$ cat src/rtl/wdg_pkg.sv
package wdg_pkg;

    typedef enum logic [1:0] {
        ST_OFF = 2'b00,
        ST_CFG = 2'b01,
        ST_RUN = 2'b10,
        ST_RST = 2'b11
    } wdg_state_e;

    localparam int CFG_W      = 3;
    localparam int CODE_W     = 2;
    localparam int NUM_CODES  = 1 << CODE_W;
    localparam int TMO_BIT    = 2;

    function automatic int max2(input int a, input int b);
        return (a > b) ? a : b;
    endfunction

endpackage

$ cat src/rtl/wdg_ms_counter.sv
module wdg_ms_counter #(
    parameter int W = 9
) (
    input  logic         clk,
    input  logic         rst_n,
    input  logic         clr,
    input  logic         inc,
    output logic [W-1:0] cnt
);

    always_ff @(posedge clk or negedge rst_n) begin
        if (!rst_n) begin
            cnt <= '0;
        end else if (clr) begin
            cnt <= '0;
        end else if (inc) begin
            cnt <= cnt + 1'b1;
        end
    end

    AST_NO_OVERFLOW: assert property (@(posedge clk) disable iff (!rst_n)
        (inc && !clr) |-> (cnt != {W{1'b1}})) else $error("counter wrap");

endmodule

$ cat src/rtl/wdg_cfg_reg.sv
module wdg_cfg_reg
    import wdg_pkg::*;
#(
    parameter int W      = 9,
    parameter int PER_C0 = 5,
    parameter int PER_C1 = 45,
    parameter int PER_C2 = 100,
    parameter int PER_C3 = 350
) (
    input  logic             clk,
    input  logic             rst_n,
    input  logic             load,
    input  logic [CFG_W-1:0] din,
    output logic             tmo_sel,
    output logic [W-1:0]     period,
    output logic [W-1:0]     half
);

    localparam int PER_TAB [NUM_CODES] = '{PER_C0, PER_C1, PER_C2, PER_C3};

    logic [CODE_W-1:0] code_q;
    logic [W-1:0]      per_arr  [NUM_CODES];
    logic [W-1:0]      half_arr [NUM_CODES];

    genvar gi;
    generate
        for (gi = 0; gi < NUM_CODES; gi++) begin : g_tab
            assign per_arr[gi]  = W'(PER_TAB[gi]);
            assign half_arr[gi] = W'(PER_TAB[gi] / 2);
        end
    endgenerate

    // Reset value: window operation, longest period.
    always_ff @(posedge clk or negedge rst_n) begin
        if (!rst_n) begin
            tmo_sel <= 1'b0;
            code_q  <= {CODE_W{1'b1}};
        end else if (load) begin
            tmo_sel <= din[TMO_BIT];
            code_q  <= din[CODE_W-1:0];
        end
    end

    assign period = per_arr[code_q];
    assign half   = half_arr[code_q];

endmodule

$ cat src/rtl/wdg_supervisor.sv
module wdg_supervisor
    import wdg_pkg::*;
#(
    parameter int CFG_DEADLINE = 350,
    parameter int RST_DUR      = 2,
    parameter int PER_C0       = 5,
    parameter int PER_C1       = 45,
    parameter int PER_C2       = 100,
    parameter int PER_C3       = 350
) (
    input  logic             clk,
    input  logic             rst_n,
    input  logic             tick_ms,
    input  logic             start,
    input  logic             wr_en,
    input  logic [CFG_W-1:0] wr_data,
    output logic             rst_req,
    output logic [1:0]       mode,
    output logic             win_open
);

    localparam int MAXV  = max2(max2(max2(PER_C0, PER_C1), max2(PER_C2, PER_C3)),
                                max2(CFG_DEADLINE, RST_DUR));
    localparam int CNT_W = $clog2(MAXV + 1) + 1;

    wdg_state_e       state_q, state_d;
    logic [CNT_W-1:0] cnt;
    logic [CNT_W-1:0] period, half;
    logic             tmo_sel;
    logic             cnt_clr, cnt_inc, cfg_load;
    logic             closed, dl_hit, per_hit, rd_hit;

    wdg_ms_counter #(.W(CNT_W)) u_cnt (
        .clk   (clk),
        .rst_n (rst_n),
        .clr   (cnt_clr),
        .inc   (cnt_inc),
        .cnt   (cnt)
    );

    wdg_cfg_reg #(
        .W      (CNT_W),
        .PER_C0 (PER_C0),
        .PER_C1 (PER_C1),
        .PER_C2 (PER_C2),
        .PER_C3 (PER_C3)
    ) u_cfg (
        .clk     (clk),
        .rst_n   (rst_n),
        .load    (cfg_load),
        .din     (wr_data),
        .tmo_sel (tmo_sel),
        .period  (period),
        .half    (half)
    );

    assign closed  = !tmo_sel && (cnt < half);
    assign dl_hit  = tick_ms && (cnt == CNT_W'(CFG_DEADLINE - 1));
    assign per_hit = tick_ms && (cnt == period - 1'b1);
    assign rd_hit  = tick_ms && (cnt == CNT_W'(RST_DUR - 1));

    // State register
    always_ff @(posedge clk or negedge rst_n) begin
        if (!rst_n) begin
            state_q <= ST_OFF;
        end else begin
            state_q <= state_d;
        end
    end

    // Next state and counter control
    always_comb begin
        state_d  = state_q;
        cnt_clr  = 1'b0;
        cnt_inc  = tick_ms;
        cfg_load = 1'b0;
        unique case (state_q)
            ST_OFF: begin
                cnt_inc = 1'b0;
                if (start) begin
                    state_d = ST_CFG;
                    cnt_clr = 1'b1;
                end
            end
            ST_CFG: begin
                if (start) begin
                    cnt_clr = 1'b1;
                end else if (wr_en) begin
                    cfg_load = 1'b1;
                    state_d  = ST_RUN;
                    cnt_clr  = 1'b1;
                end else if (dl_hit) begin
                    state_d = ST_RST;
                    cnt_clr = 1'b1;
                end
            end
            ST_RUN: begin
                if (start) begin
                    state_d = ST_CFG;
                    cnt_clr = 1'b1;
                end else if (wr_en) begin
                    cnt_clr = 1'b1;
                    if (closed) begin
                        state_d = ST_RST;
                    end
                end else if (per_hit) begin
                    state_d = ST_RST;
                    cnt_clr = 1'b1;
                end
            end
            ST_RST: begin
                if (rd_hit) begin
                    state_d = ST_CFG;
                    cnt_clr = 1'b1;
                end
            end
            default: begin
                state_d = ST_OFF;
                cnt_clr = 1'b1;
            end
        endcase
    end

    // Outputs
    always_comb begin
        mode     = state_q;
        rst_req  = (state_q == ST_RST);
        win_open = (state_q == ST_RUN) && !closed;
    end

    AST_EARLY_KICK_FAULT: assert property (@(posedge clk) disable iff (!rst_n)
        (state_q == ST_RUN && !start && wr_en && !win_open) |=> (mode == ST_RST)) else $error("early kick");

    AST_RUN_AFTER_CFG_WRITE: assert property (@(posedge clk) disable iff (!rst_n)
        $rose(mode == ST_RUN) |-> $past(wr_en && mode == ST_CFG)) else $error("bad run entry");

    AST_CNT_BELOW_PERIOD: assert property (@(posedge clk) disable iff (!rst_n)
        (state_q == ST_RUN) |-> (cnt < period)) else $error("period overrun");

    AST_RELEASE_TO_CFG: assert property (@(posedge clk) disable iff (!rst_n)
        $fell(rst_req) |-> (mode == ST_CFG)) else $error("bad release");

endmodule

$ cat config.mk
export PLATFORM = sky130hd
export DESIGN_NAME = wdg_supervisor
export DESIGN_NICKNAME = d
export VERILOG_FILES = /design/src/rtl/wdg_pkg.sv /design/src/rtl/wdg_ms_counter.sv /design/src/rtl/wdg_cfg_reg.sv /design/src/rtl/wdg_supervisor.sv
export SDC_FILE = /design/constraint.sdc
export NUM_CORES = 1
export LEC_CHECK = 0
export BUFFER_PORTS_ARGS = -buffer_cell sky130_fd_sc_hd__buf_4
export CAP_MARGIN = 5
export CORE_ASPECT_RATIO = 1.1
export CORE_MARGIN = 1
export CORE_UTILIZATION = 57
export CTS_CLUSTER_SIZE = 25
export DETAILED_ROUTE_END_ITERATION = 10
export MAX_ROUTING_LAYER = met4
export PLACE_DENSITY = 0.75
export SKIP_LAST_GASP = 1
export SLEW_MARGIN = 40
export SYNTH_ARGS = -nofsm -noshare
export SYNTH_HDL_FRONTEND = slang
export SYNTH_SLANG_ARGS = --single-unit
$ cat constraint.sdc
create_clock -name clk -period 2.57 [get_ports clk]
set_clock_uncertainty 0.15 [all_clocks]
set_input_delay 0 -clock clk [delete_from_list [all_inputs] [get_ports clk]]
set_output_delay 0 -clock clk [all_outputs]
set_load 0.02 [all_outputs]
# Word-level counts from Yosys, hierarchy flattened
# Index checks and enable logic that the tools add are counted.
[word_totals] register_bits=15 in_bits=8 out_inout_bits=4 word_cells=62
[classes] n_addsub=2 n_lt_le_gt_ge=2 n_eq_ne=12 muxes=31 n_bitwise=1 n_reduce_logical=10
[ops] op="two-way mux 10 bit" n=6
[ops] op="binary-select mux 10 bit (select 2 bit)" n=2
[ops] op="two-way mux 2 bit" n=9
[ops] op="two-way mux 1 bit" n=12
[ops] op="adder 10 x 1 -> 10 bit, second input constant" n=1
[ops] op="equality test 10 x 1 -> 1 bit, second input constant" n=1
[ops] op="equality test 10 bit" n=1
[ops] op="equality test 10 x 9 -> 1 bit, second input constant" n=1
[ops] op="less-than comparator 10 bit" n=1
[ops] op="subtractor 10 x 1 -> 10 bit, second input constant" n=1
[ops] op="!= test 4 bit, second input constant" n=2
[ops] op="one-hot mux 2 bit (4 select lines)" n=1
[ops] op="AND reduction 6 bit" n=1
[ops] op="logical AND 1 bit" n=5
[ops] op="equality test 2 bit, second input constant" n=2
[ops] op="!= test 2 bit, second input constant" n=2
[ops] op="one-hot mux 1 bit (4 select lines)" n=1
[ops] op="greater-or-equal comparator 3 bit, second input constant" n=1
[ops] op="!= test 3 bit, second input constant" n=1
[ops] op="inverter 2 -> 3 bit" n=1
[ops] op="equality test 2 x 1 -> 1 bit, second input constant" n=1
[ops] op="zero test 1 bit" n=2
[ops] op="zero test 2 bit" n=1
[ops] op="!= test 2 x 1 -> 1 bit, second input constant" n=1
[ops] op="nonzero test 2 bit" n=1

# Longest topological paths before layout
# Gate-level depths: netlist (run 1).
[logic_depth] depth_word=12 mapped_depth=8 mapped_depth_nobuf=8

# Cells and area by module
# Synthesis (run 1) repeated with hierarchy kept, for this count alone.
[unflattened] cells_unflattened=189 area_unflattened_um2=1621.6
[modules_own_cells] module="wdg_supervisor" instances=1 cells_per_inst=117 area_each_um2=878.3 seq_area_each_um2=50.0
[modules_own_cells] module="wdg_ms_counter" instances=1 cells_per_inst=47 area_each_um2=495.5 seq_area_each_um2=250.2
[modules_own_cells] module="wdg_cfg_reg" instances=1 cells_per_inst=25 area_each_um2=247.7 seq_area_each_um2=77.6

# Worst setup path before layout (run 1)
# Ideal clock, no wire load.
[synth_path] path_kind="register -> register" start="register u_cfg.code_q[0]" end="register state_q[0], in the netlist mode[0]" setup_ns=0.131 arrival_time_ns=2.285 required_time_ns=2.289 slack_ns=0.004 stages_incl_launch_ff=9 n_path_buf=0 synth_period_minus_slack_ns=2.566 cell_sequence="dfstp_2 inv_1 ha_1 ha_1 and3_1 o2111ai_1 a31oi_1 a211oi_2 mux2i_1"
[synth_between] elab_chain_len=9 word_cells_on_any_way=15 cone_classes="add/sub (1); order compare (1); eq/ne (3); mux (6); bitwise (1); reduce/logical (3)"
[synth_rtl] element="from (decl)" line="wdg_cfg_reg.sv:21" rtl="logic [CODE_W-1:0] code_q;"
[synth_rtl] element="from (signal assigned)" line="wdg_cfg_reg.sv:37" rtl="code_q <= {CODE_W{1'b1}};"
[synth_rtl] element="from (signal assigned)" line="wdg_cfg_reg.sv:40" rtl="code_q <= din[CODE_W-1:0];"
[synth_rtl] element="inverter 2 -> 3 bit (implied by the code) (*)" line="wdg_cfg_reg.sv:44, wdg_cfg_reg.sv:45"
[synth_rtl] element="binary-select mux 10 bit (select 2 bit)" line="wdg_cfg_reg.sv:44" rtl="assign period = per_arr[code_q];"
[synth_rtl] element="two-way mux 10 bit (implied by the code) (2 in a row)" line="wdg_cfg_reg.sv:44"
[synth_rtl] element="subtractor 10 x 1 -> 10 bit" line="wdg_supervisor.sv:59" rtl="assign per_hit = tick_ms && (cnt == period - 1'b1);"
[synth_rtl] element="equality test 10 bit" line="wdg_supervisor.sv:59"
[synth_rtl] element="logical AND 1 bit" line="wdg_supervisor.sv:59"
[synth_rtl] element="!= test 4 bit (no line)"
[synth_rtl] element="AND reduction 6 bit (no line) (*)"
[synth_rtl] element="to (signal assigned)" line="wdg_supervisor.sv:67" rtl="state_q <= state_d;"
[synth_rtl] element="to (decl)" line="wdg_supervisor.sv:26" rtl="wdg_state_e state_q, state_d;"
# Mark *: on every way between the ends. The rest lies on a longest branch, timed or not. The select of a mux whose other input is x is not followed.
# A chain may end at the register's enable or synchronous reset.

# Final worst setup path (run 1)
[layout_path] start="register u_cfg.code_q[0]" end="register state_q[1], in the netlist mode[1]"
# The elaborated chain is that of the path after synthesis.

==> impl_results.md, run 1 <==
- Biggest area consumer among synthesized cells: dfrtp_1
- Layout Cells excl Fill: 173
- Final instance area: 1440 um^2
- Clock Latency Late Sink: 0.28 ns
- Final wirelength: 2960 um
- Yosys synthesis warning count: 0
- N_diodes: 0
- Core Region: 1840 um^2
- Top Family by Delay on Critical Path: simple AND/OR/NAND/NOR gates
- Final setup viols: 0
- Fillers: 135
- Final #Nets: 169
- Synth cell types: 36
- Reg clk slew, reported paths: 0.10 ns
- Antenna-violating nets left: 0
- Worst relative slew slack: 55.3%
- Die height: 49.3 um
- Detailed-route via count: 1050
- Grt ovf: 0
- Fmax: 407 MHz
- PortBufs: 11
- Period minus WS final: 2.46 ns
- Cts bufs inserted: 3
- Main combinational cell family by area after synthesis: simple AND/OR/NAND/NOR gates
- Die area: 2220 um^2
- Max IR drop VDD: 0.690 mV
- CTS tree: built
- Cell Rows: 16
- Critical path endpoint category: register
- Post-Syn Nets: 147
- Count leader, synth: ha_1
- Post-DP HPWL: 1870 um
- Startpoint types: register
- Area contributors post-synth: dfrtp_1 (28%), ha_1 (15%), xor2_1 (6.8%), dfstp_2 (4.5%), nor2_1 (3.9%)
- Share of post-route cells with drive strength above 1: 26.0%
- Max Cap Viol: 0
- Post-Syn Area: 1160 um^2
- Worst EP required: 2.63 ns
- Post-synthesis sequential area ratio: 32.5%
- WHS: 0.0546 ns
- #FFs+latches synth: 15
- Vias/cell: 6.07
- Synth async-reset ratio: 100%
- H-tree depth: 1
- Post-synthesis mux area share: 4.63%
- Final period utilization: 95.7%
- Gp weighted congestion: 0.855
- Final core occ: 78.0%
- Vias in the first global route: 1013
- I/O pins: 12
- Die width: 45.0 um
- Area delta synth->final: 23.7%
- Arr. time, crit path: 2.52 ns
- CP max stage cell: dfstp_2
- Initial antenna violation count: 0
- Share of the synthesized area in the top cell type: 28.0%
- Post-Synth Simple-Gate Area: 22.0%
- Crit path kind: reg2reg
- Hold Crit Class: in2async
- First-pass GRT wire length: 4400 um
- Worst Tran Pin Value: 0.668 ns
- Post-synth EDFFs: 0
- Complex-gate fraction of the synthesized area: 11.6%
- Placed Area: 1270 um^2
- Cell Chain, Critical Path: ha_4, inv_2, ha_2, or4_4, nor3_4, a31oi_2, a211oi_2, mux2i_1
- Final hold violations: 0
- Root Buffer: clkbuf_4
- Final slew viol count: 0
- Main synth FF type: dfrtp_1
- Largest net degree at the start of global routing: 14
- Post-Syn Instances: 125
- Synth Area in XOR/XNOR: 9.81%
- Status: finished, final reports clean
- Syn Area/Cell: 9.29 um^2
- DRC: 0
- Final worst slack: 0.111 ns
- DRT Pass-1 Iters: 4
- Clk sinks: 15
- PD cells: 888 nW/um^2
- Crit-path max cell delay: 0.59 ns
- Total Routing Usage GR: 27.4%
- Lkg Pwr: 0.000658 uW
- Iter 0 DRT Violations: 64
- Clock Path Buffers: 2
- Top cells by count, synth: ha_1 (14), dfrtp_1 (13), nor2_1 (12)
- Mean routed wirelength per cell: 17.1 um
- Placed instance count: 160
- Post-Synth Adder-Cell Area: 15.1%
- Place WS: -0.0135 ns
- Worst path bufs/invs: 1
- Crit-path max FO: 3
- Initial core utilization: 63.0%
[registers in the layout, indices dropped and copies added, names as in the netlist]
register       cells
mode               2
u_cnt.cnt         10
u_cfg.tmo_sel      1
u_cfg.code_q       2
[path summary, 6_finish.rpt]
path | depth (start not counted) | endpoint | startpoint | slack [ns]
setup / recovery | 8 | mode[1]$_DFFE_PN0P_ | u_cfg.code_q[0]$_DFFE_PN1P_ | 0.11
min in group clk | 4 | u_cnt.cnt[1]$_DFFE_PN0P_ | tick_ms | 0.13
max in group asynchronous | 3 | u_cnt.cnt[8]$_DFFE_PN0P_ | rst_n | 1.14
hold / removal | 2 | u_cfg.code_q[1]$_DFFE_PN1P_ | rst_n | 0.05
hold reg to reg | 1 | u_cfg.tmo_sel$_DFFE_PN0P_ | u_cfg.tmo_sel$_DFFE_PN0P_ | 0.38
setup reg to reg | 8 | mode[1]$_DFFE_PN0P_ | u_cfg.code_q[0]$_DFFE_PN1P_ | 0.11
[layer usage]
| metal | share of wire [%] | up-vias | GRT usage, % |
|---|---|---|---|
| li1 | - | 485 | - |
| met1 | 41 | 491 | 34.7 |
| met2 | 48 | 56 | 42.3 |
| met3 | 6.8 | 18 | 2.96 |
| met4 | 3.9 | 0 | 13.6 |
| met5 | 0 | - | - |
[stage by stage]
stage	TNS, ns	power (uW)
after global routing	-0.00944	1360
after CTS	0	1170
after global placement	0	968
after floorplan	0	821
final	0	1280
after detailed placement	-0.0135	998
[cell families (layout without fill, tap and decap cells)]
logic type | after synthesis | after routing
AND/OR/NAND/NOR | 47 | 47
AO/OA/AOI/OAI | 18 | 18
flip-flops | 15 | 15
adder cells (fa/ha/maj) | 14 | 14
XOR/XNOR | 13 | 13
buffers and inverters | 13 | 34
multiplexers | 5 | 5
[cell usage in the layout (no fill, tap or decap), types with 2 or more instances in the layout]
cell type      instances
dfrtp_1               13
o21ai_0                3
ha_1                  11
nor2_1                12
nand4_1                3
nand2_1                4
dlygate4sd3_1          7
nor4_1                 3
xor2_1                 9
dfstp_2                2
nor2b_1                2
o211ai_1               2
nand2b_1               2
a211oi_1               3
ha_4                   2
o21ai_2                3
nand3_1                6
mux2i_1                2
inv_1                  7
or3_1                  3
and3_1                 3
clkbuf_4               3
mux2_2                 3
xnor2_1                4
buf_4                 14
a31oi_1                2
inv_2                  2
[layout make-up]
type	instances	area, um^2	area share (%)
repair buffers	21	175	12.2
multi-input cells	97	790	55.0
flip-flops and latches	15	378	26.3
well taps	27	33.8	2.35
inverters	9	33.8	2.35
clock buffers	4	26.3	1.83
[power by group]
part	switching, uW	total [uW]	internal [uW]
logic	408	759	351
registers	74.2	376	302
clock network	80.4	141	60.2
total	563	1280	713
[what timing repair did]
action | CTS | global route
hold endpoints to repair | 20 | 0
pin swaps | 2 | 5
buffers inserted | 2 | 0
hold buffers | 7 | 0
resized for setup | 1 | 13
endpoints found under the setup margin | 2 | 3
Note: power is estimated with default switching activity, not from simulation.
==> inputs of run 2 (changes only) <==
--- a/config.mk
+++ b/config.mk
@@ -5,7 +5,7 @@
 export SDC_FILE = /design/constraint.sdc
 export NUM_CORES = 1
 export LEC_CHECK = 0
-export BUFFER_PORTS_ARGS = -buffer_cell sky130_fd_sc_hd__buf_4
+export BUFFER_PORTS_ARGS = -buffer_cell sky130_fd_sc_hd__buf_2
 export CAP_MARGIN = 5
 export CORE_ASPECT_RATIO = 1.1
 export CORE_MARGIN = 1
==> run 2 against run 1 <==
  * Die area unchanged
  * Clock-buffer cell count stayed put
  * Sequential power up 3%
  * Register-to-register slack got worse by 0.04 ns
  * Power is 2.9% lower
  * First-iteration DRC count shrank 56%
  * Non-clock buffer count stayed put
  * Cell count unchanged
  * Critical path type unchanged
==> impl_results.md, run 2 (synthesis gave the netlist of run 1 again) <==
- Mean routed wirelength per cell: 15.7 um
- Critical path endpoint category: register
- Final hold violations: 0
- PD cells: 880 nW/um^2
- Startpoint types: register
- Vias/cell: 5.77
- Status: finished, final reports clean
- Worst relative slew slack: 55.9%
- Reg clk slew, reported paths: 0.08 ns
- RR Endpoint: mode[1]$_DFFE_PN0P_
- Initial core utilization: 63.0%
- Commonest non-fill, non-tap cell in the layout: dfrtp_1
- Cts bufs inserted: 3
- Final wirelength: 2710 um
- Clk sinks: 15
- Iter 0 DRT Violations: 28
- Placed instance count: 160
- Die area: 2220 um^2
- Cell Rows: 16
- Root Buffer: clkbuf_4
- Grt ovf: 0
- Die height: 49.3 um
- Period minus WS final: 2.50 ns
- Area delta synth->final: 21.2%
- Most frequent cells in the layout: dfrtp_1 (13), nor2_1 (12), ha_1 (11), buf_2 (11), xor2_1 (9)
- Final slew viol count: 0
- Initial antenna violation count: 0
- Clock Latency Late Sink: 0.29 ns
- Max IR drop VDD: 0.810 mV
- Clock Path Buffers: 2
- I/O pins: 12
- Gp weighted congestion: 0.890
- R2R Path Start: u_cfg.code_q[1]$_DFFE_PN1P_
- N_diodes: 0
- H-tree depth: 1
- Core Region: 1840 um^2
- Fmax: 401 MHz
- Worst Tran Pin Value: 0.660 ns
- Arr. time, crit path: 2.56 ns
- Antenna-violating nets left: 0
- Place WS: 0.0287 ns
- First-pass GRT wire length: 4330 um
- FF-to-FF path depth: 8
- Sum Neg Setup Slack: 0 ns
- Post-DP HPWL: 1880 um
- Max FFs per register: 10
- Largest Register: u_cnt.cnt
- Final setup viols: 0
- DRT Pass-1 Iters: 4
- PortBufs: 11
- Placed Area: 1240 um^2
- Final instance area: 1410 um^2
- Final #Nets: 169
- Worst EP required: 2.64 ns
- Crit path kind: reg2reg
- Die width: 45.0 um
- Layout Cells excl Fill: 173
- Final period utilization: 97.1%
- Detailed-route via count: 998
- Crit-path max FO: 4
- Share of post-route cells with drive strength above 1: 25.3%
- Max Cap Viol: 0
- Hold Crit Class: in2async
- Final worst slack: 0.0749 ns
- DRC: 0
- Lkg Pwr: 0.000650 uW
- WHS: 0.0407 ns
- Vias in the first global route: 931
- Total Routing Usage GR: 27.4%
- CTS tree: built
- Register-to-register setup slack: 0.07 ns
- Largest net degree at the start of global routing: 14
run 2: cell counts in the layout (fill, tap and decap cells not counted):
No cell type changed its count.
run 2: repair_timing:
action / 4_1_cts / 5_1_grt
hold buffers: 7 / 0
buffers inserted: 0 / 2
endpoints found under the hold margin: 20 / 0
gates resized for setup: 0 / 14
setup endpoints to repair: 0 / 3
run 2: critical path: stages, from the launching register on:
cell and delay (ns):
dfstp_2 0.59, buf_4 0.16, ha_4 0.20, ha_1 0.30, and3_1 0.20, o21ai_2 0.15
a31oi_2 0.13, a211oi_2 0.32, mux2i_1 0.22
run 2: worst max-delay path by stage:
stage | from | endpoint | slack (ns) | cells after the start
after floorplan | u_cfg.code_q[0]$_DFFE_PN1P_ | mode[0]$_DFFE_PN0P_ | 0.004 | 8
after global placement | u_cfg.code_q[0]$_DFFE_PN1P_ | mode[0]$_DFFE_PN0P_ | 0.1 | 8
after detailed placement | u_cfg.code_q[1]$_DFFE_PN1P_ | mode[1]$_DFFE_PN0P_ | 0.03 | 8
after CTS | u_cfg.code_q[1]$_DFFE_PN1P_ | mode[1]$_DFFE_PN0P_ | 0.01 | 8
after global routing | u_cfg.code_q[1]$_DFFE_PN1P_ | mode[0]$_DFFE_PN0P_ | -0.03 | 8
final | u_cfg.code_q[1]$_DFFE_PN1P_ | mode[1]$_DFFE_PN0P_ | 0.07 | 8
run 2: layer usage:
layer  routed length, um  share of wire, %  track usage (%)  up-vias
li1                    -                 -                -      485
met1                1180                43             34.3      481
met2                1380                51             44.7       24
met3                  92               3.4             3.33        8
met4                  57               2.1             9.09        0
met5                   0                 0                -        -
run 2: power by group:
part / switching, uW / internal (uW)
Combinational: 381 / 331
Clock: 79.5 / 60.5
Sequential: 84.0 / 303
Total: 545 / 694
run 2: final cells by class:
cell class	count	area, um^2
Clock buffer	4	26.3
Timing Repair Buffer	21	148
Fill cell	135	434
Inverter	9	36.3
Sequential cell	15	378
Multi-Input combinational cell	97	786
Tap cell	27	33.8
run 2: stage by stage:
stage	total power [uW]	util, %
floorplan	821	-
global placement	952	67.4
finish	1240	76.4
global route	1330	76.4
detailed placement	971	67.4
CTS	1120	72.6
==> inputs of run 3 (changes only) <==
--- a/config.mk
+++ b/config.mk
@@ -9,11 +9,13 @@
 export CAP_MARGIN = 5
 export CORE_ASPECT_RATIO = 1.1
 export CORE_MARGIN = 1
-export CORE_UTILIZATION = 57
+export CORE_UTILIZATION = 60
 export CTS_CLUSTER_SIZE = 25
 export DETAILED_ROUTE_END_ITERATION = 10
+export GPL_ROUTABILITY_DRIVEN = 1
+export GPL_TIMING_DRIVEN = 0
 export MAX_ROUTING_LAYER = met4
-export PLACE_DENSITY = 0.75
+export PLACE_DENSITY = 0.78
 export SKIP_LAST_GASP = 1
 export SLEW_MARGIN = 40
 export SYNTH_ARGS = -nofsm -noshare
==> constraint.sdc (replaced) <==
create_clock -name clk -period 3 [get_ports clk]
set_clock_uncertainty 0.15 [all_clocks]
set_input_delay 0 -clock clk [delete_from_list [all_inputs] [get_ports clk]]
set_output_delay 0 -clock clk [all_outputs]
set_load 0.02 [all_outputs]
==> run 3 against run 2 <==
  * Sequential power down 18%
  * Non-clock buffer count down 1
  * Fmax down 6.3%
  * Clock power down 16%
  * Setup slack better by 0.26 ns
  * First-iteration DRC count down 29%
  * Routed wire length down 11%
  * Register-to-register slack better by 0.26 ns
  * Power down 23%
  * Design area down 6.5%
  * Global-route usage down 0.96 points
==> impl_results.md, run 3 (synthesis gave the netlist of run 1 again) <==
- Initial core utilization: 64.4%
- Cell Rows: 16
- Initial antenna violation count: 0
- Post-CTS Hold Fix Bufs: 5
- PortBufs: 11
- PD cells: 723 nW/um^2
- Final setup viols: 0
- Period minus WS final: 2.66 ns
- Final slew viol count: 0
- Max FFs per register: 10
- Sum Neg Setup Slack: 0 ns
- Critical path endpoint category: register
- Fmax: 375 MHz
- Worst EP required: 3.07 ns
- Core Region: 1800 um^2
- Largest Register: u_cnt.cnt
- Commonest non-fill, non-tap cell in the layout: ha_1
- Die area: 2120 um^2
- Max IR drop VDD: 0.613 mV
- Register-to-register setup slack: 0.34 ns
- Root Buffer: clkbuf_4
- Placed Area: 1240 um^2
- Lkg Pwr: 0.000638 uW
- Reg clk slew, reported paths: 0.09 ns
- Final worst slack: 0.337 ns
- Hold Crit Class: in2reg
- Final wirelength: 2400 um
- Gp weighted congestion: 0.872
- Worst Tran Pin Value: 0.582 ns
- N_diodes: 0
- Largest net degree at the start of global routing: 14
- R2R Path Start: u_cfg.code_q[1]$_DFFE_PN1P_
- Unrepaired setup endpoints after global routing: no
- Max Cap Viol: 0
- WHS: 0.0219 ns
- Worst relative slew slack: 61.1%
- Area delta synth->final: 13.4%
- Hold Crit Endpoint: mode[0]$_DFFE_PN0P_
- Place WS: 0.366 ns
- Final core occ: 73.1%
- Post-CTS setup buffer count: 0
- Iter 0 DRT Violations: 20
- Die height: 48.1 um
- Arr. time, crit path: 2.73 ns
- Clock Path Buffers: 2
- WHS Path Cells: 4
- Vias/cell: 5.95
- Hold wc startpoint: wr_en
- Die width: 43.9 um
- CTS tree: built
- DRC: 0
- Grt ovf: 0
- Final period utilization: 88.8%
- H-tree depth: 1
- # resized after CTS: 0
- Mean routed wirelength per cell: 14.7 um
- Clk sinks: 15
- Status: finished, final reports clean
- Detailed-route via count: 970
- Most frequent cells in the layout: ha_1 (14), dfrtp_1 (13), buf_2 (12), nor2_1 (12)
- First-pass GRT wire length: 3860 um
- Clock Latency Late Sink: 0.29 ns
- FF-to-FF path depth: 8
- Antenna-violating nets left: 0
- Crit path kind: reg2reg
- Crit-path max FO: 7
- Cts bufs inserted: 3
- Final hold violations: 0
- I/O pins: 12
- Final #Nets: 168
- Total Routing Usage GR: 26.4%
- DRT Pass-1 Iters: 6
- Share of post-route cells with drive strength above 1: 18.6%
- Startpoint types: register
- Final instance area: 1320 um^2
- Fillers: 144
- Post-DP HPWL: 1780 um
- Vias in the first global route: 883
- RR Endpoint: mode[0]$_DFFE_PN0P_
## run 3: cell count changes in the layout (fill, tap and decap cells not counted), sizes merged
cell | before | now
buf | 14 | 12
clkbuf | 4 | 6
clkinv | 0 | 1
dlygate4sd3 | 7 | 5
## run 3: through the flow
stage | cells | total power, uW
6_report | 163 | 951
5_1_grt | 163 | 1040
3_3_place_gp | 154 | 813
2_1_floorplan | 125 | 703
4_1_cts | 163 | 955
3_5_place_dp | 154 | 834
## run 3: critical path, stage by stage, from the launching register on
cell      delay (ns)
dfstp_2         0.60
ha_1            0.20
inv_1           0.09
ha_1            0.18
or4_1           0.50
o21ai_0         0.21
a31oi_1         0.11
a211oi_2        0.30
mux2i_1         0.25
## run 3: metal layers
metal | vias to the layer above | part of all wire (%) | GRT usage, %
li1 | 487 | - | -
met1 | 461 | 48 | 33.9
met2 | 16 | 48 | 43.3
met3 | 6 | 1.7 | 2.22
met4 | 0 | 2.8 | 12.7
met5 | - | 0 | -
## run 3: area by class of cell
| class | instances | area (um^2) | area share (%) |
|---|---|---|---|
| multi-input cells | 97 | 733 | 55.7 |
| flip-flops and latches | 15 | 378 | 28.7 |
| repair buffers | 16 | 105 | 7.98 |
| inverters | 9 | 33.8 | 2.57 |
| clock buffers | 3 | 22.5 | 1.71 |
| well taps | 18 | 22.5 | 1.71 |
| plain buffers | 4 | 16.3 | 1.24 |
| clock inverters | 1 | 5.00 | 0.380 |
## run 3: worst max-delay path by stage
stage / from / to / depth (start not counted)
detailed placement: u_cfg.code_q[1]$_DFFE_PN1P_ / mode[0]$_DFFE_PN0P_ / 8
global route: u_cfg.code_q[1]$_DFFE_PN1P_ / mode[1]$_DFFE_PN0P_ / 8
CTS: u_cfg.code_q[1]$_DFFE_PN1P_ / mode[0]$_DFFE_PN0P_ / 8
floorplan: u_cfg.code_q[0]$_DFFE_PN1P_ / mode[0]$_DFFE_PN0P_ / 8
global placement: u_cfg.code_q[1]$_DFFE_PN1P_ / mode[1]$_DFFE_PN0P_ / 8
finish: u_cfg.code_q[1]$_DFFE_PN1P_ / mode[0]$_DFFE_PN0P_ / 8
## run 3: where the power goes
part	internal, uW	switching [uW]
clock	49.7	66.9
sequential	259	56.4
combinational	221	298
